<file path="src/rtl/dma_cmd_pkg.sv">
package dma_cmd_pkg;

   localparam int ADDR_W = 4;

   // address map: channel registers below CHREG_LIM, commands above
   localparam logic [ADDR_W-1:0] A_MASK_ONE = 4'hA;
   localparam logic [ADDR_W-1:0] A_BYTE_PTR = 4'hC;
   localparam logic [ADDR_W-1:0] A_MCLR     = 4'hD;
   localparam logic [ADDR_W-1:0] A_MASK_CLR = 4'hE;
   localparam logic [ADDR_W-1:0] A_MASK_ALL = 4'hF;

   typedef struct packed {
      logic ptr_tgl;
      logic ptr_set;
      logic ptr_clr;
      logic mask_clr;
      logic mask_all;
      logic mask_one;
      logic mode_adv;
      logic mode_clr;
      logic mclr;
   } cmd_t;

endpackage

</file>
<file path="src/rtl/dma_cmd_decode.sv">
module dma_cmd_decode
   import dma_cmd_pkg::*;
#(
   parameter int NUM_CH = 4
) (
   input  logic              cs,
   input  logic              rd,
   input  logic              wr,
   input  logic [ADDR_W-1:0] addr,
   output cmd_t              cmd
);

   localparam logic [ADDR_W-1:0] CHREG_LIM = ADDR_W'(2 * NUM_CH);

   logic rd_acc, wr_acc;

   always_comb begin
      rd_acc = cs & rd & ~wr;
      wr_acc = cs & wr & ~rd;
      cmd    = '0;
      if ((rd_acc | wr_acc) && (addr < CHREG_LIM)) cmd.ptr_tgl = 1'b1;
      if (wr_acc) begin
         cmd.ptr_clr  = (addr == A_BYTE_PTR);
         cmd.mclr     = (addr == A_MCLR);
         cmd.mask_clr = (addr == A_MASK_CLR);
         cmd.mask_all = (addr == A_MASK_ALL);
         cmd.mask_one = (addr == A_MASK_ONE);
      end
      if (rd_acc) begin
         cmd.ptr_set  = (addr == A_BYTE_PTR);
         cmd.mode_clr = (addr == A_MCLR);
         cmd.mode_adv = (addr == A_MASK_ALL);
      end
   end

endmodule

</file>
<file path="src/rtl/dma_byte_ptr.sv">
module dma_byte_ptr (
   input  logic clk,
   input  logic rst_n,
   input  logic mclr_i,
   input  logic clr_i,
   input  logic set_i,
   input  logic tgl_i,
   output logic hi_o
);

   logic hi_q;

   always_ff @(posedge clk or negedge rst_n) begin
      if (!rst_n)                hi_q <= 1'b0;
      else if (mclr_i || clr_i)  hi_q <= 1'b0;
      else if (set_i)            hi_q <= 1'b1;
      else if (tgl_i)            hi_q <= ~hi_q;
   end

   assign hi_o = hi_q;


   byte_toggle_chk: assert property (@(posedge clk) disable iff (!rst_n)
      tgl_i && !mclr_i |=> hi_q != $past(hi_q));

   byte_set_chk: assert property (@(posedge clk) disable iff (!rst_n)
      set_i |=> hi_q);

   byte_clr_chk: assert property (@(posedge clk) disable iff (!rst_n)
      clr_i |=> !hi_q);

endmodule

</file>
<file path="src/rtl/dma_mode_rdptr.sv">
module dma_mode_rdptr #(
   parameter int NUM_CH   = 4,
   parameter bit PTR_WRAP = 1'b1,
   localparam int CH_W    = (NUM_CH > 1) ? $clog2(NUM_CH) : 1
) (
   input  logic            clk,
   input  logic            rst_n,
   input  logic            clr_i,
   input  logic            adv_i,
   output logic [CH_W-1:0] ptr_o
);

   localparam logic [CH_W-1:0] LAST = CH_W'(NUM_CH - 1);

   logic [CH_W-1:0] ptr_q, ptr_nx;

   generate
      if (PTR_WRAP) begin : g_wrap
         always_comb ptr_nx = (ptr_q == LAST) ? '0 : ptr_q + 1'b1;

         mode_wrap_chk: assert property (@(posedge clk) disable iff (!rst_n)
            adv_i && !clr_i && ptr_q == LAST |=> ptr_q == '0);
      end else begin : g_sat
         always_comb ptr_nx = (ptr_q == LAST) ? LAST : ptr_q + 1'b1;
      end
   endgenerate

   always_ff @(posedge clk or negedge rst_n) begin
      if (!rst_n)      ptr_q <= '0;
      else if (clr_i)  ptr_q <= '0;
      else if (adv_i)  ptr_q <= ptr_nx;
   end

   assign ptr_o = ptr_q;


   mode_clr_chk: assert property (@(posedge clk) disable iff (!rst_n)
      clr_i |=> ptr_q == '0);

   mode_step_chk: assert property (@(posedge clk) disable iff (!rst_n)
      adv_i && !clr_i && ptr_q != LAST |=> ptr_q == CH_W'($past(ptr_q) + 1'b1));

endmodule

</file>
<file path="src/rtl/dma_mask_reg.sv">
module dma_mask_reg #(
   parameter int NUM_CH = 4,
   localparam int CH_W  = (NUM_CH > 1) ? $clog2(NUM_CH) : 1
) (
   input  logic              clk,
   input  logic              rst_n,
   input  logic              mclr_i,
   input  logic              clr_i,
   input  logic              all_i,
   input  logic [NUM_CH-1:0] all_val_i,
   input  logic              one_i,
   input  logic [CH_W-1:0]   one_sel_i,
   input  logic              one_val_i,
   output logic [NUM_CH-1:0] mask_o
);

   logic [NUM_CH-1:0] mask_q;

   generate
      for (genvar c = 0; c < NUM_CH; c++) begin : g_bit
         always_ff @(posedge clk or negedge rst_n) begin
            if (!rst_n)                                     mask_q[c] <= 1'b1;
            else if (mclr_i)                                mask_q[c] <= 1'b1;
            else if (clr_i)                                 mask_q[c] <= 1'b0;
            else if (all_i)                                 mask_q[c] <= all_val_i[c];
            else if (one_i && one_sel_i == CH_W'(c))        mask_q[c] <= one_val_i;
         end
      end
   endgenerate

   assign mask_o = mask_q;


   mask_mclr_chk: assert property (@(posedge clk) disable iff (!rst_n)
      mclr_i |=> &mask_q);

   mask_clr_chk: assert property (@(posedge clk) disable iff (!rst_n)
      clr_i && !mclr_i |=> mask_q == '0);

   mask_one_keep_chk: assert property (@(posedge clk) disable iff (!rst_n)
      one_i && !mclr_i && !clr_i && !all_i |=> $countones(mask_q ^ $past(mask_q)) <= 1);

endmodule

</file>
<file path="src/rtl/dma_cmd_ctrl.sv">
module dma_cmd_ctrl
   import dma_cmd_pkg::*;
#(
   parameter int NUM_CH   = 4,
   parameter int MODE_W   = 6,
   parameter int DATA_W   = 8,
   parameter bit PTR_WRAP = 1'b1,
   localparam int CH_W    = (NUM_CH > 1) ? $clog2(NUM_CH) : 1
) (
   input  logic                     clk,
   input  logic                     rst_n,
   input  logic                     cs,
   input  logic                     rd,
   input  logic                     wr,
   input  logic [ADDR_W-1:0]        addr,
   input  logic [DATA_W-1:0]        wdata,
   input  logic [NUM_CH*MODE_W-1:0] mode_bits,
   output logic [DATA_W-1:0]        rdata,
   output logic                     byte_hi,
   output logic [NUM_CH-1:0]        mask,
   output logic                     mclr_pulse
);

   generate
      if (NUM_CH != 2 && NUM_CH != 4) begin : g_bad_ch
         $error("dma_cmd_ctrl: NUM_CH must be 2 or 4");
      end
      if (DATA_W != MODE_W + 2) begin : g_bad_w
         $error("dma_cmd_ctrl: DATA_W must equal MODE_W + 2");
      end
   endgenerate

   cmd_t            cmd;
   logic [CH_W-1:0] mode_ptr;
   logic [MODE_W-1:0] mode_sel;
   logic            mclr_q;

   dma_cmd_decode #(.NUM_CH(NUM_CH)) u_dec (
      .cs   (cs),
      .rd   (rd),
      .wr   (wr),
      .addr (addr),
      .cmd  (cmd)
   );

   dma_byte_ptr u_bptr (
      .clk    (clk),
      .rst_n  (rst_n),
      .mclr_i (cmd.mclr),
      .clr_i  (cmd.ptr_clr),
      .set_i  (cmd.ptr_set),
      .tgl_i  (cmd.ptr_tgl),
      .hi_o   (byte_hi)
   );

   dma_mode_rdptr #(.NUM_CH(NUM_CH), .PTR_WRAP(PTR_WRAP)) u_mptr (
      .clk   (clk),
      .rst_n (rst_n),
      .clr_i (cmd.mode_clr | cmd.mclr),
      .adv_i (cmd.mode_adv),
      .ptr_o (mode_ptr)
   );

   dma_mask_reg #(.NUM_CH(NUM_CH)) u_mask (
      .clk       (clk),
      .rst_n     (rst_n),
      .mclr_i    (cmd.mclr),
      .clr_i     (cmd.mask_clr),
      .all_i     (cmd.mask_all),
      .all_val_i (wdata[NUM_CH-1:0]),
      .one_i     (cmd.mask_one),
      .one_sel_i (wdata[CH_W-1:0]),
      .one_val_i (wdata[CH_W]),
      .mask_o    (mask)
   );

   always_ff @(posedge clk or negedge rst_n) begin
      if (!rst_n) mclr_q <= 1'b0;
      else        mclr_q <= cmd.mclr;
   end

   assign mclr_pulse = mclr_q;
   assign mode_sel   = mode_bits[mode_ptr*MODE_W +: MODE_W];
   assign rdata      = cmd.mode_adv ? {mode_sel, 2'b11} : '0;


   mclr_single_chk: assert property (@(posedge clk) disable iff (!rst_n)
      mclr_pulse && !(cs && wr && !rd && addr == A_MCLR) |=> !mclr_pulse);

   mclr_state_chk: assert property (@(posedge clk) disable iff (!rst_n)
      $rose(mclr_pulse) |-> &mask && !byte_hi);

   idle_hold_chk: assert property (@(posedge clk) disable iff (!rst_n)
      !cs |=> $stable(mask) && $stable(byte_hi) && $stable(mode_ptr));

   rdata_quiet_chk: assert property (@(posedge clk) disable iff (!rst_n)
      !(cs && rd) |-> rdata == '0);

endmodule

</file>
<file path="config.mk">
export PLATFORM = sky130hd
export DESIGN_NAME = dma_cmd_ctrl
export DESIGN_NICKNAME = d
export VERILOG_FILES = /design/src/rtl/dma_cmd_pkg.sv /design/src/rtl/dma_cmd_decode.sv /design/src/rtl/dma_byte_ptr.sv /design/src/rtl/dma_mode_rdptr.sv /design/src/rtl/dma_mask_reg.sv /design/src/rtl/dma_cmd_ctrl.sv
export SDC_FILE = /design/constraint.sdc
export NUM_CORES = 1
export LEC_CHECK = 0
export BUFFER_PORTS_ARGS = -buffer_cell sky130_fd_sc_hd__buf_2
export CAP_MARGIN = 20
export CELL_PAD_IN_SITES_DETAIL_PLACEMENT = 1
export CELL_PAD_IN_SITES_GLOBAL_PLACEMENT = 1
export CORE_MARGIN = 5
export CORE_UTILIZATION = 28
export CTS_CLUSTER_DIAMETER = 80
export DETAILED_ROUTE_END_ITERATION = 7
export GPL_TIMING_DRIVEN = 0
export HOLD_SLACK_MARGIN = 0.1
export PLACE_DENSITY = 0.75
export SYNTH_ARGS = -nofsm -noshare
export SYNTH_HDL_FRONTEND = slang
export SYNTH_SLANG_ARGS = --single-unit
</file>
<file path="constraint.sdc">
create_clock -name clk -period 1.8 [get_ports clk]
set_input_delay 0.45 -clock clk [delete_from_list [all_inputs] [get_ports clk]]
set_output_delay 0.45 -clock clk [all_outputs]
set_load 0.005 [all_outputs]
</file>
Yosys cells after proc, flatten, opt, wreduce, memory -nomap -nowiden
Cells that the tools add are included. Widths: inputs -> output; s select.

$add $sub $neg: 1. $mul: 1. $lt $le $gt $ge: 1. Equality and inequality tests: 9. Shift-type cells: 1. Mux-type cells: 28. Bitwise logic cells: 9. Reductions and logical operators: 13.

Operators by type and width (count): $shiftx 24x6->6 (1); $mux 1 (22); $eq 4x4->1 const B (5); $reduce_bool 4->1 (4); $mux 2 (4); $mux 8 (1); $eq 2x2->1 const B (3); $logic_and 1x1->1 (5); $and 1x1->1 (4); $lt 4x4->1 const B (1); $mul 2x2->4 const B (1); $mux 4 (1); $not 1->1 (3); $reduce_bool 3->1 (1); $add 2x1->2 const B (1); $eq 2x1->1 const B (1); $logic_not 2->1 (1); $or 1x1->1 (2); $reduce_bool 2->1 (1); $logic_or 1x1->1 (1).

Bits in registers: 8. Input bits: 41. Output and inout port bits: 14. Logic and storage cells: 70.

Logic depth before layout (Yosys ltp)
Depth in word-level cells: 8. Depth in mapped cells: 5. Gate-level depth less buffers: 4.

Modules after synthesis
Synthesis repeated with hierarchy kept, for this count alone.

Cells, all modules: 77. Area total of the unflattened synthesis: 729.4 um^2.

Modules (own cells, without submodules): dma_mask_reg (instances 1, cells an instance 25, area an instance 251.5 um^2, seq. area each 105.1 um^2); dma_cmd_ctrl (instances 1, cells an instance 24, area an instance 217.7 um^2, seq. area each 25.0 um^2); dma_cmd_decode (instances 1, cells an instance 16, area an instance 115.1 um^2, seq. area each 0.0 um^2); dma_mode_rdptr (instances 1, cells an instance 8, area an instance 100.1 um^2, seq. area each 50.0 um^2); dma_byte_ptr (instances 1, cells an instance 4, area an instance 45.0 um^2, seq. area each 25.0 um^2).

Worst setup path after synthesis
OpenSTA, ideal clock, no wires.

Path type: input port to output port. Start point: input port wr. End point: output port rdata[2]. Data arrival time: 1.278 ns. Setup slack: 0.072 ns. Cell stages on the path: 4. Cell sequence: nand3b_1 -> or3_1 -> buf_6 -> and2b_1.

Longest elaborated chain between the ends: 4.

RTL lines: from (decl) (line dma_cmd_ctrl.sv:14) `input logic wr,`; $not 1->1 (line dma_cmd_decode.sv:18) `rd_acc = cs & rd & ~wr;`; $and 1x1->1 (line dma_cmd_decode.sv:18); $mux 2 (line dma_cmd_decode.sv:29) `if (rd_acc) begin`; $mux 8 (line dma_cmd_ctrl.sv:84) `assign rdata = cmd.mode_adv ? {mode_sel, 2'b11} : '0;`; to (decl) (line dma_cmd_ctrl.sv:18) `output logic [DATA_W-1:0] rdata,`.

Every way passes these cells.

Final worst setup path
Start point: register u_mptr.ptr_q[0], in the netlist u_mptr.ptr_o[0]. End point: output port rdata[4].

Longest elaborated chain between the ends: 3.

RTL lines: from (decl) (line dma_mode_rdptr.sv:15) `logic [CH_W-1:0] ptr_q, ptr_nx;`; from (signal assigned) (line dma_mode_rdptr.sv:31) `else if (adv_i) ptr_q <= ptr_nx;`; $mul 2x2->4 (line dma_cmd_ctrl.sv:83) `assign mode_sel = mode_bits[mode_ptr*MODE_W +: MODE_W];`; $shiftx 24x6->6 (line dma_cmd_ctrl.sv:83); $mux 8 (line dma_cmd_ctrl.sv:84).

Every way passes these cells.

==> impl_results.md <==
- Status: complete, but fails checks
- Failing checks: setup timing
- Cell Area, Synth: 781 um2
- Final setup vio count: 6
- Antenna cells: 0
- Core box area: 2710 um2
- CTS H-tree depth: 1
- Clk buf depth: 2
- Synth Instances: 80
- Fillers: 343
- Hold Startpoint: addr[1]
- Crit share post-route: 112%
- Clock sink count: 8
- Ranking of synthesized cells by area: mux4_2, dfstp_2, dfrtp_1
- Setup crit end kind: output port
- Synth Net Count: 122
- Critical Path RT: 1350 ps
- Register area share after synthesis: 26.3%
- Synth warn: 0
- GRT overflow: 0
- Ys async rst share: 100%
- CP startpoint kind: flip-flop
- Max cap viols: 0
- Crit path max fanout: 8
- Worst R2R Path Depth: 5
- Final hold slack: 407 ps
- Leading area contributor after synthesis: mux4_2
- Area Growth Syn to Fin: 51.4%
- Layout Nets: 180
- Final cell count without fillers: 168
- Max-slew violation count: 0
- Starting density of the core: 28.8%
- Final Critical Period: 2020 ps
- Final setup TNS: -1250 ps
- RSZ-0062 raised after global routing: true
- Synth cell types: 42
- Routed WL: 2540 um
- #FFs+latches synth: 8
- Fin worst setup slack: -219 ps
- Worst clock skew: 11.9 ps
- First-pass GRT wire length: 4440 um
- Count of flip-flops with a built-in enable after synthesis: 0
- Mean routed wirelength per cell: 15.1 um
- Synthesized area per cell: 9.76 um2
- Post-synth top area share: 17.3%
- Die area: 3940 um2
- Number of global-route vias before repair: 941
- Min-delay worst type: in -> reg
- Via-per-instance ratio: 5.24
- Top-Level Pins: 55
- Tightest Pin Transition: 431 ps
- WHS Path Cells: 2
- Clk_lat worst skew: 260 ps
- Starting DRT DRC Count: 34
- Max Clk Rate: 495 MHz
- Share of layout cells above drive strength 1: 56.2%
- DRC: 0
- Gr usage total: 13.5%
- Post-Place Cells: 161
- First-pass DRT Iterations: 3
- Root buffer cell: clkbuf_4
- Die Wd: 62.8 um
- Ys flop type: dfstp_2
- Crit Path Category: reg -> out
- GPL Wtd Cong: 0.817
- Commonest cells post-synth: nor2_1, and2b_1, mux4_2, nand2_1
- # rows: 19
- Vias: 881
- Post-DP HPWL: 2090 um
- CTS tree: done
- Worst Hold End: mclr_pulse
- Initial antenna violation count: 0
- Clock slew at reported path FFs: 70 ps
- Peak supply drop: 394 uV
- Buffers on Ports: 50
- Critical Path AT: 1570 ps
- Pin count of the biggest net entering global routing: 10
- R2R setup slack: 410 ps
- Pwr Total: 0.665 mW
- Power per cell area: 562 nW/um2
- Final hold violation count: 0
- Detail Route Antenna Nets: 0
- Pleak: 0.585 nW
- R2r endpoint: u_mptr.ptr_o[0]
- Count leader, synth: nor2_1
- Die height: 62.8 um
- Critical R2R Launch: u_mptr.ptr_o[0]
- TritonCTS Buffers: 3
- Max_slew headroom: 70.8%
-- worst max path at each step --
stage,endpoint,start
final,rdata[4],u_mptr.ptr_o[0]
after floorplan,rdata[2],wr
after detailed placement,rdata[4],wr
after global placement,rdata[4],wr
after global routing,rdata[2],u_mptr.ptr_o[0]
after CTS,rdata[4],u_mptr.ptr_o[0]
-- metrics by stage --
step / cell area, um2 / util, % / setup slack (ps)
detailed placement: 1070 / 39.5 / -248
finish: 1180 / 43.6 / -219
CTS: 1180 / 43.5 / -227
global placement: 1070 / 39.5 / -223
global route: 1180 / 43.6 / -295
floorplan: 781 / - / 71.7
-- logic make-up (layout without fill, tap and decap cells) --
logic type	count (synthesis)	after routing	share of synthesized area, %
buf+inv	7	64	5.45
flops	8	8	26.3
fa+ha+maj	1	1	1.60
simple gates	39	39	30.1
xor+xnor	1	1	1.12
mux	8	8	20.0
compound gates	16	16	15.4
-- placed cells by master (no fill, tap or decap), types with 2 or more instances in the layout --
master,synthesis,routed
nor3_1,2,2
a31oi_1,3,3
nor2_1,8,8
buf_6,1,7
buf_2,1,43
clkbuf_4,0,4
dfstp_2,4,4
or3_1,3,2
dfrtp_1,4,4
buf_4,2,5
nand3b_1,2,2
mux4_2,6,6
a211oi_1,2,2
and2b_1,7,7
nand3_1,2,2
nand2_1,5,5
-- state kept, by name, indices dropped and copies added (netlist names) --
register,count
mclr_pulse,1
u_bptr.hi_o,1
u_mask.mask_o,4
u_mptr.ptr_o,2
-- power breakdown --
part           switching (mW)  internal [mW]
Clock                  0.0742         0.0853
Sequential             0.0229          0.224
Combinational           0.103          0.156
Total                   0.200          0.465
-- per-layer routing --
metal  vias up  global-route usage [%]  part of all wire (%)
li1        417                       -                     -
met1       419                    15.7                    40
met2        43                    23.4                    50
met3         2                    4.32                   9.2
met4         0                    3.98                  0.55
met5         -                       0                     0
-- cell type report --
class	instances	area [um2]	share of cell area, %
multi-input combinational	65	538	45.5
timing repair buffer	55	330	27.9
sequential	8	205	17.4
tap	31	38.8	3.28
buffer	3	33.8	2.86
clock buffer	4	26.3	2.22
inverter	2	10.0	0.847
-- critical path: stages, from the launching register on --
cell	delay (ps)
dfrtp_1	360
buf_6	160
mux4_2	490
and2b_1	180
buf_2	120
-- what timing repair did --
action | 4_1_cts | 5_1_grt
buffers inserted | 3 | 1
endpoints found under the setup margin | 8 | 8
hold buffers | 1 | 0
cloned | 0 | 0
resized for setup | 16 | 2
pin swaps | 1 | 0
hold endpoints to repair | 4 | 0
Note: power is estimated with default switching activity, not from simulation.
